File: src/rtl/dma_pkg.sv
package dma_pkg;
  typedef enum logic [1:0] {
    XS_IDLE = 2'd0,
    XS_MOVE = 2'd1,
    XS_GAP  = 2'd2
  } xfer_state_e;

  localparam logic [1:0] SEL_CTRL = 2'd0;
  localparam logic [1:0] SEL_DST  = 2'd1;
  localparam logic [1:0] SEL_CNT  = 2'd2;
  localparam logic [1:0] SEL_STAT = 2'd3;

  localparam int CTRL_START = 0;
  localparam int CTRL_BURST = 1;
  localparam int STAT_BUSY  = 0;
  localparam int STAT_DONE  = 1;
endpackage

File: src/rtl/dma_regfile.sv
module dma_regfile
  import dma_pkg::*;
#(
  parameter int CNT_W = 16
) (
  input  logic        clk_i,
  input  logic        rst_ni,
  input  logic        wr_en_i,
  input  logic [1:0]  sel_i,
  input  logic [31:0] wdata_i,
  input  logic        busy_i,
  input  logic        beat_i,
  input  logic        done_set_i,
  output logic [31:0] rdata_o,
  output logic [31:0] dst_o,
  output logic        burst_o,
  output logic        start_o,
  output logic        cnt_zero_o,
  output logic        cnt_last_o,
  output logic        done_o
);
  localparam int PAD_W = 32 - CNT_W;

  logic [31:0]      dst_q;
  logic [CNT_W-1:0] cnt_q;
  logic             burst_q;
  logic             done_q;
  logic             idle_wr;

  assign idle_wr = wr_en_i && !busy_i;
  assign start_o = idle_wr && (sel_i == SEL_CTRL) && wdata_i[CTRL_START];

  always_ff @(posedge clk_i or negedge rst_ni) begin
    if (!rst_ni) begin
      dst_q   <= '0;
      cnt_q   <= '0;
      burst_q <= 1'b0;
      done_q  <= 1'b0;
    end else begin
      if (idle_wr && sel_i == SEL_CTRL) burst_q <= wdata_i[CTRL_BURST];

      if (idle_wr && sel_i == SEL_DST) dst_q <= wdata_i;
      else if (beat_i)                 dst_q <= dst_q + 32'd4;

      if (idle_wr && sel_i == SEL_CNT) cnt_q <= wdata_i[CNT_W-1:0];
      else if (beat_i)                 cnt_q <= cnt_q - CNT_W'(1);

      // set beats clear; accepted start clears stale done
      if (done_set_i)                                         done_q <= 1'b1;
      else if (start_o)                                       done_q <= 1'b0;
      else if (wr_en_i && sel_i == SEL_STAT && wdata_i[STAT_DONE]) done_q <= 1'b0;
    end
  end

  always_comb begin
    rdata_o = '0;
    case (sel_i)
      SEL_CTRL: rdata_o[CTRL_BURST] = burst_q;
      SEL_DST:  rdata_o = dst_q;
      SEL_CNT:  rdata_o = {{PAD_W{1'b0}}, cnt_q};
      default: begin
        rdata_o[STAT_BUSY] = busy_i;
        rdata_o[STAT_DONE] = done_q;
      end
    endcase
  end

  assign dst_o      = dst_q;
  assign burst_o    = burst_q;
  assign cnt_zero_o = (cnt_q == '0);
  assign cnt_last_o = (cnt_q == CNT_W'(1));
  assign done_o     = done_q;
endmodule

File: src/rtl/dma_xfer_ctrl.sv
module dma_xfer_ctrl
  import dma_pkg::*;
#(
  parameter int STEAL_BEATS = 2
) (
  input  logic clk_i,
  input  logic rst_ni,
  input  logic start_i,
  input  logic cnt_zero_i,
  input  logic cnt_last_i,
  input  logic burst_i,
  input  logic gnt_i,
  input  logic valid_i,
  output logic busy_o,
  output logic req_o,
  output logic ready_o,
  output logic beat_o,
  output logic done_set_o,
  output logic irq_o
);
  localparam int TW = (STEAL_BEATS > 1) ? $clog2(STEAL_BEATS) : 1;

  xfer_state_e state_q;
  logic        irq_q;
  logic        tenure_end;

  assign req_o      = (state_q == XS_MOVE);
  assign busy_o     = (state_q != XS_IDLE);
  assign ready_o    = req_o && gnt_i;
  assign beat_o     = ready_o && valid_i;
  assign done_set_o = ((state_q == XS_IDLE) && start_i && cnt_zero_i) ||
                      (beat_o && cnt_last_i);

  generate
    if (STEAL_BEATS == 1) begin : g_single
      assign tenure_end = 1'b1;
    end else begin : g_group
      logic [TW-1:0] tcnt_q;
      assign tenure_end = (tcnt_q == TW'(STEAL_BEATS - 1));
      always_ff @(posedge clk_i or negedge rst_ni) begin
        if (!rst_ni)                  tcnt_q <= '0;
        else if (state_q != XS_MOVE)  tcnt_q <= '0;
        else if (beat_o)              tcnt_q <= tenure_end ? '0 : tcnt_q + TW'(1);
      end
    end
  endgenerate

  always_ff @(posedge clk_i or negedge rst_ni) begin
    if (!rst_ni) begin
      state_q <= XS_IDLE;
      irq_q   <= 1'b0;
    end else begin
      irq_q <= done_set_o;
      case (state_q)
        XS_IDLE: if (start_i && !cnt_zero_i) state_q <= XS_MOVE;
        XS_MOVE: begin
          if (beat_o) begin
            if (cnt_last_i)                  state_q <= XS_IDLE;
            else if (!burst_i && tenure_end) state_q <= XS_GAP;
          end
        end
        XS_GAP:  state_q <= XS_MOVE;
        default: state_q <= XS_IDLE;
      endcase
    end
  end

  assign irq_o = irq_q;
endmodule

File: src/rtl/dma_engine.sv
module dma_engine #(
  parameter int CNT_W       = 16,
  parameter int STEAL_BEATS = 2
) (
  input  logic        clk_i,
  input  logic        rst_ni,
  input  logic        reg_we_i,
  input  logic [1:0]  reg_sel_i,
  input  logic [31:0] reg_wdata_i,
  output logic [31:0] reg_rdata_o,
  output logic        bus_req_o,
  input  logic        bus_gnt_i,
  input  logic        per_valid_i,
  input  logic [31:0] per_data_i,
  output logic        per_ready_o,
  output logic        mem_we_o,
  output logic [31:0] mem_addr_o,
  output logic [31:0] mem_wdata_o,
  output logic        busy_o,
  output logic        done_o,
  output logic        irq_o
);
  logic        busy;
  logic        beat;
  logic        done_set;
  logic        start;
  logic        cnt_zero;
  logic        cnt_last;
  logic        mode_burst;
  logic [31:0] dst;

  dma_regfile #(.CNT_W(CNT_W)) u_regs (
    .clk_i      (clk_i),
    .rst_ni     (rst_ni),
    .wr_en_i    (reg_we_i),
    .sel_i      (reg_sel_i),
    .wdata_i    (reg_wdata_i),
    .busy_i     (busy),
    .beat_i     (beat),
    .done_set_i (done_set),
    .rdata_o    (reg_rdata_o),
    .dst_o      (dst),
    .burst_o    (mode_burst),
    .start_o    (start),
    .cnt_zero_o (cnt_zero),
    .cnt_last_o (cnt_last),
    .done_o     (done_o)
  );

  dma_xfer_ctrl #(.STEAL_BEATS(STEAL_BEATS)) u_ctrl (
    .clk_i      (clk_i),
    .rst_ni     (rst_ni),
    .start_i    (start),
    .cnt_zero_i (cnt_zero),
    .cnt_last_i (cnt_last),
    .burst_i    (mode_burst),
    .gnt_i      (bus_gnt_i),
    .valid_i    (per_valid_i),
    .busy_o     (busy),
    .req_o      (bus_req_o),
    .ready_o    (per_ready_o),
    .beat_o     (beat),
    .done_set_o (done_set),
    .irq_o      (irq_o)
  );

  assign busy_o      = busy;
  assign mem_we_o    = beat;
  assign mem_addr_o  = dst;
  assign mem_wdata_o = per_data_i;
endmodule

File: config.mk
export PLATFORM = sky130hd
export DESIGN_NAME = dma_engine
export DESIGN_NICKNAME = d
export VERILOG_FILES = /design/src/rtl/dma_pkg.sv /design/src/rtl/dma_regfile.sv /design/src/rtl/dma_xfer_ctrl.sv /design/src/rtl/dma_engine.sv
export SDC_FILE = /design/constraint.sdc
export NUM_CORES = 1
export LEC_CHECK = 0
export BUFFER_PORTS_ARGS = -buffer_cell sky130_fd_sc_hd__buf_4
export CAP_MARGIN = 20
export CELL_PAD_IN_SITES_DETAIL_PLACEMENT = 2
export CELL_PAD_IN_SITES_GLOBAL_PLACEMENT = 2
export CORE_MARGIN = 2
export CORE_UTILIZATION = 28
export CTS_CLUSTER_DIAMETER = 200
export DETAILED_ROUTE_END_ITERATION = 7
export GPL_ROUTABILITY_DRIVEN = 0
export HOLD_SLACK_MARGIN = 0.06
export PLACE_DENSITY = 0.87
export SYNTH_ARGS = -nofsm -noshare
export SYNTH_HDL_FRONTEND = slang
export SYNTH_SLANG_ARGS = --single-unit
File: constraint.sdc
create_clock -name clk_i -period 5.4 [get_ports clk_i]
set_clock_uncertainty 0.15 [all_clocks]
set_input_delay 1.08 -clock clk_i [delete_from_list [all_inputs] [get_ports clk_i]]
set_output_delay 1.08 -clock clk_i [all_outputs]
set_load 0.005 [all_outputs]
Yosys cells after proc, flatten, opt, wreduce, memory -nomap -nowiden
Index checks and enable logic that the tools add are counted.

word-level totals
  register bits after elaboration = 54
  bits of input ports = 71
  word-level logic and storage cells = 65

operators by class
  $add $sub $neg = 3
  eq/ne operators = 10
  muxes and demuxes = 18
  reductions and logical operators = 27

operator list
  operator                 count
  $mux W32                 2
  $pmux W30 S2             1
  $add A32 B3 Y32 const B  1
  $mux W16                 2
  $eq A16 B1 Y1 const B    1
  $logic_not A16 Y1        1
  $sub A16 B1 Y16 const B  1
  $logic_and A1 B1 Y1      14
  $mux W2                  4
  $reduce_bool A2 Y1       4
  $eq A2 B2 Y1 const B     3
  $mux W1                  6
  $pmux W1 S3              2
  $pmux W2 S3              1
  $eq A2 B1 Y1 const B     2
  $logic_not A2 Y1         2
  $ne A2 B2 Y1 const B     2
  $logic_not A1 Y1         3
  $ne A3 B2 Y1 const B     1
  $reduce_and A3 Y1        1
  $reduce_bool A3 Y1       1
  $ne A2 B1 Y1 const B     1
  $add A1 B1 Y1 const B    1
  $logic_or A1 B1 Y1       1

Longest topological paths before layout
  depth after elaboration = 9
  depth in mapped cells = 8
  depth with buffers taken out = 7

Modules after synthesis
A second synthesis with hierarchy kept.

unflattened totals
  cells, all modules = 448
  area total of the unflattened synthesis = 3,738.6 um^2

by module, submodules not included
  module         times used  cells each  area each (um^2)  sequential area each (um^2)
  dma_regfile    1           396         3,285.7           1,251.2
  dma_engine     1           32          240.2             0.0
  dma_xfer_ctrl  1           20          212.7             100.1

Least setup slack after synthesis
No wires, ideal clock.

  path type = input-to-output
  start point = in reg_sel_i[0]
  end point = out reg_rdata_o[10]
  arrival = 2.230 ns
  path slack = 1.940 ns
  cell stages on the path = 6
  path through = inv_1 ha_1 and2_1 clkbuf_1 clkbuf_1 a22o_1

between the ends
  cells in the longest elaborated chain, start to end = 2

ends and longest elaborated chain
  element                                       line               source
  start: declaration                            dma_engine.sv:8    input logic [1:0] reg_sel_i,
  $eq A2 B2 Y1 or $eq A2 B1 Y1 (tied branches)  dma_regfile.sv:57  case (sel_i)
  $pmux W30 S2 (*)                              dma_regfile.sv:57
  end: declaration                              dma_engine.sv:10   output logic [31:0] reg_rdata_o,

Mark *: on every way between the ends. The rest lies on a longest branch, timed or not.

Worst setup path in the final report
  start point = in reg_sel_i[0]
  end point = out reg_rdata_o[12]

Same word-level chain as after synthesis.

==> out/metrics.cfg <==
[critical_path]
cp_num_cells = 6
reg2reg_from = u_regs.dst_o[7]
endpoint = reg_rdata_o[12]
path_delay_family = simple AND/OR/NAND/NOR gates
cp.required_ns = 4.17
critPathLaunch = reg_sel_i[0]
timing.rr.end = u_regs.dst_o[20]
path_buf_inv = 3
max_stage_delay_ns = 0.64
path_class = in2out
r2r_cells = 5
end_kind = output pin
path_cells = buf_4 > inv_1 > ha_1 > and2_1 > a22o_1 > buf_4
crit_arrival_ns = 2.93
cp_max_fo = 18
rrSetupSlack_ns = 2.59
crit_top_cell = buf_4
cp_slowest_cell = and2_1
critPathLaunchType = input pin

[final_layout]
drive_above_1_share = 0.265
fin_nets = 564
nFillCells = 1439
antennaDiodeCount = 0
multi_input_area_um2 = 1870
final_area_um2 = 4470
area_growth_pct = 23.8
seqCellArea_um2 = 1350

[clock_network]
ctsResizeCount = 0
htreeDepth = 2
cts_setup_buffers = 0
cts_tree = built
holdBufCountCts = 0
clock-sinks = 54
cts-root-buf = clkbuf_16
numCtsBuffers = 5
cts.clk_slew.worst_paths_ns = 0.07
clockBufferDepth = 2
clock_latency_ns = 0.30

[routing]
vias = 3621
avgRoutedWirePerCell_um = 20.9
drtAntennaViolNets = 0
drt_first_pass_iters = 4
drcViolationCount = 0
wl_um = 13700
viasPerCell = 5.50
drt_iter0_markers = 174

[synthesis]
post_synth_num_cell_types = 52
synth_nets = 502
synth_async_sr_flop_share = 1.00
synth.area.top_cells = dfrtp_1, buf_4, nand2_1, and3_1, a22o_1
synth_compound_area_frac = 0.193
yosysTopAreaCell = dfrtp_1
synthMuxAreaShare = 0.00589
ys_seq_area_frac = 0.374
syn_avg_cell_area_um2 = 8.54
yosysWarnings = 0
synth_commonest_cells = nand2_1, dfrtp_1, buf_4
synth_area_um2 = 3610
syn_inst = 423
synth-simple-area-share = 0.260
synth_top_family_by_area = simple AND/OR/NAND/NOR gates
synth_top_cell_area_share = 0.374
synth-edff-count = 0
synth_most_common_cell = nand2_1
ys_seq_elements = 54
synth-xor-area-share = 0.0315
synth_adder_area_share = 0.0277
ys.flop_type = dfrtp_1

[placement]
dp_slack_ns = 1.23
place_hpwl_um = 10100
placed_area_um2 = 4320
io_buffers = 108

[sta]
period_minus_slack_ns = 4.16
fin_ws_ns = 1.24
report.final.setup_viol = 0
setup_tns_ns = 0
hold_slack_ns = 0.365
rsz0062_at_grt = false
worst_pin_slew_ns = 0.952
finalCritPeriodShare = 0.770
maxSlewViolCount = 0
maxSlewHeadroom = 0.363
hold_viol = 0
clock.fmax_mhz = 241

[die]
num_io_pins = 173
initial_utilization = 0.286
row_count = 41
die_h_um = 118
coreArea_um2 = 12600
dieArea_um2 = 13800
die_w_um = 118

[global_routing]
grt_usage = 0.200
grt_max_degree = 55
grt_overflow = 0
grt_pass1_vias = 3947
antenna_found_initial = 0
grt_pass1_wl_um = 22300

[hold_path]
hold_path_class = reg2reg
hp-start = u_regs.burst_o

[power]
p_leak_uw = 0.00202
worst_ir_drop_vdd_mv = 0.135
power.density_nw_per_um2 = 439

[status]
status = complete, no violations

[run]
drv_cap = 0

[worst min path at each step]
stage | to | slack (ns) | cells after the start
2_1_floorplan | u_ctrl.state_q[1] | 0.30 | 1
3_3_place_gp | u_ctrl.state_q[1] | 0.34 | 1
3_5_place_dp | u_ctrl.state_q[1] | 0.37 | 1
4_1_cts | u_ctrl.state_q[1] | 0.38 | 1
5_1_grt | u_ctrl.state_q[1] | 0.41 | 1
6_report | u_ctrl.state_q[1] | 0.37 | 1
[power breakdown]
group	switching, uW	internal, uW
Combinational	365	394
Clock	155	185
Sequential	293	572
Total	814	1150
[kinds of logic after synthesis]
kind of cell | count (synthesis)
adder cells (fa/ha/maj) | 8
buffers and inverters | 70
XOR/XNOR | 13
multiplexers | 2
flip-flops | 54
AO/OA/AOI/OAI | 96
AND/OR/NAND/NOR | 180
[worst register-to-register path, delay by kind of cell, from the launching register on]
kind             cells  cell delay, ns
and+or+nand+nor      5            2.03
DFF                  1            0.56
[metal layers]
layer / part of all wire / GRT usage / vias to the layer above
li1: - / - / 1647
met1: 0.43 / 0.254 / 1841
met2: 0.51 / 0.356 / 106
met3: 0.048 / 0.0286 / 27
met4: 0.014 / 0.0489 / 0
met5: 0 / 0 / -
[sequential cells by signal, indices dropped and copies added (netlist names)]
signal                 count
u_ctrl.g_group.tcnt_q      1
u_ctrl.irq_o               1
u_ctrl.state_q             2
u_regs.burst_o             1
u_regs.cnt_q              16
u_regs.done_o              1
u_regs.dst_o              32
[through the flow]
stage | util | std cells | power (uW)
5_1_grt | 0.354 | 658 | 2110
2_1_floorplan | - | 423 | 1180
4_1_cts | 0.354 | 658 | 1980
6_report | 0.354 | 658 | 1960
3_5_place_dp | 0.343 | 650 | 1640
3_3_place_gp | 0.343 | 650 | 1570
[cells in the final DEF, fill, tap and decap left out, types with 2 or more instances in the layout]
cell type	synthesis	layout
buf_4	32	111
nand2_1	58	58
dfrtp_1	54	54
nor2_1	24	24
o21ai_0	24	24
and3_1	21	21
nand3_1	20	20
nand4_1	17	17
a22o_1	14	14
o211ai_1	14	14
inv_1	13	13
o311ai_0	12	12
xor2_1	8	8
ha_1	8	8
a221o_1	7	7
and2_1	6	6
nor3_1	6	6
a21oi_1	5	5
xnor2_1	5	5
a31oi_1	5	5
clkbuf_16	0	5
or3_1	4	4
a22oi_1	4	4
nor4_1	4	4
nand4b_1	3	3
or4_1	3	3
and4_1	3	3
nor3_2	2	2
a21o_1	2	2
[cell type report]
| class | instances | area share |
|---|---|---|
| clock buffer | 7 | 0.0319 |
| sequential | 54 | 0.302 |
| inverter | 14 | 0.0118 |
| multi-input combinational | 299 | 0.419 |
| tap | 172 | 0.0481 |
| clock inverter | 1 | 0.00112 |
| timing repair buffer | 111 | 0.186 |
Power figures use the tool's default switching activity.
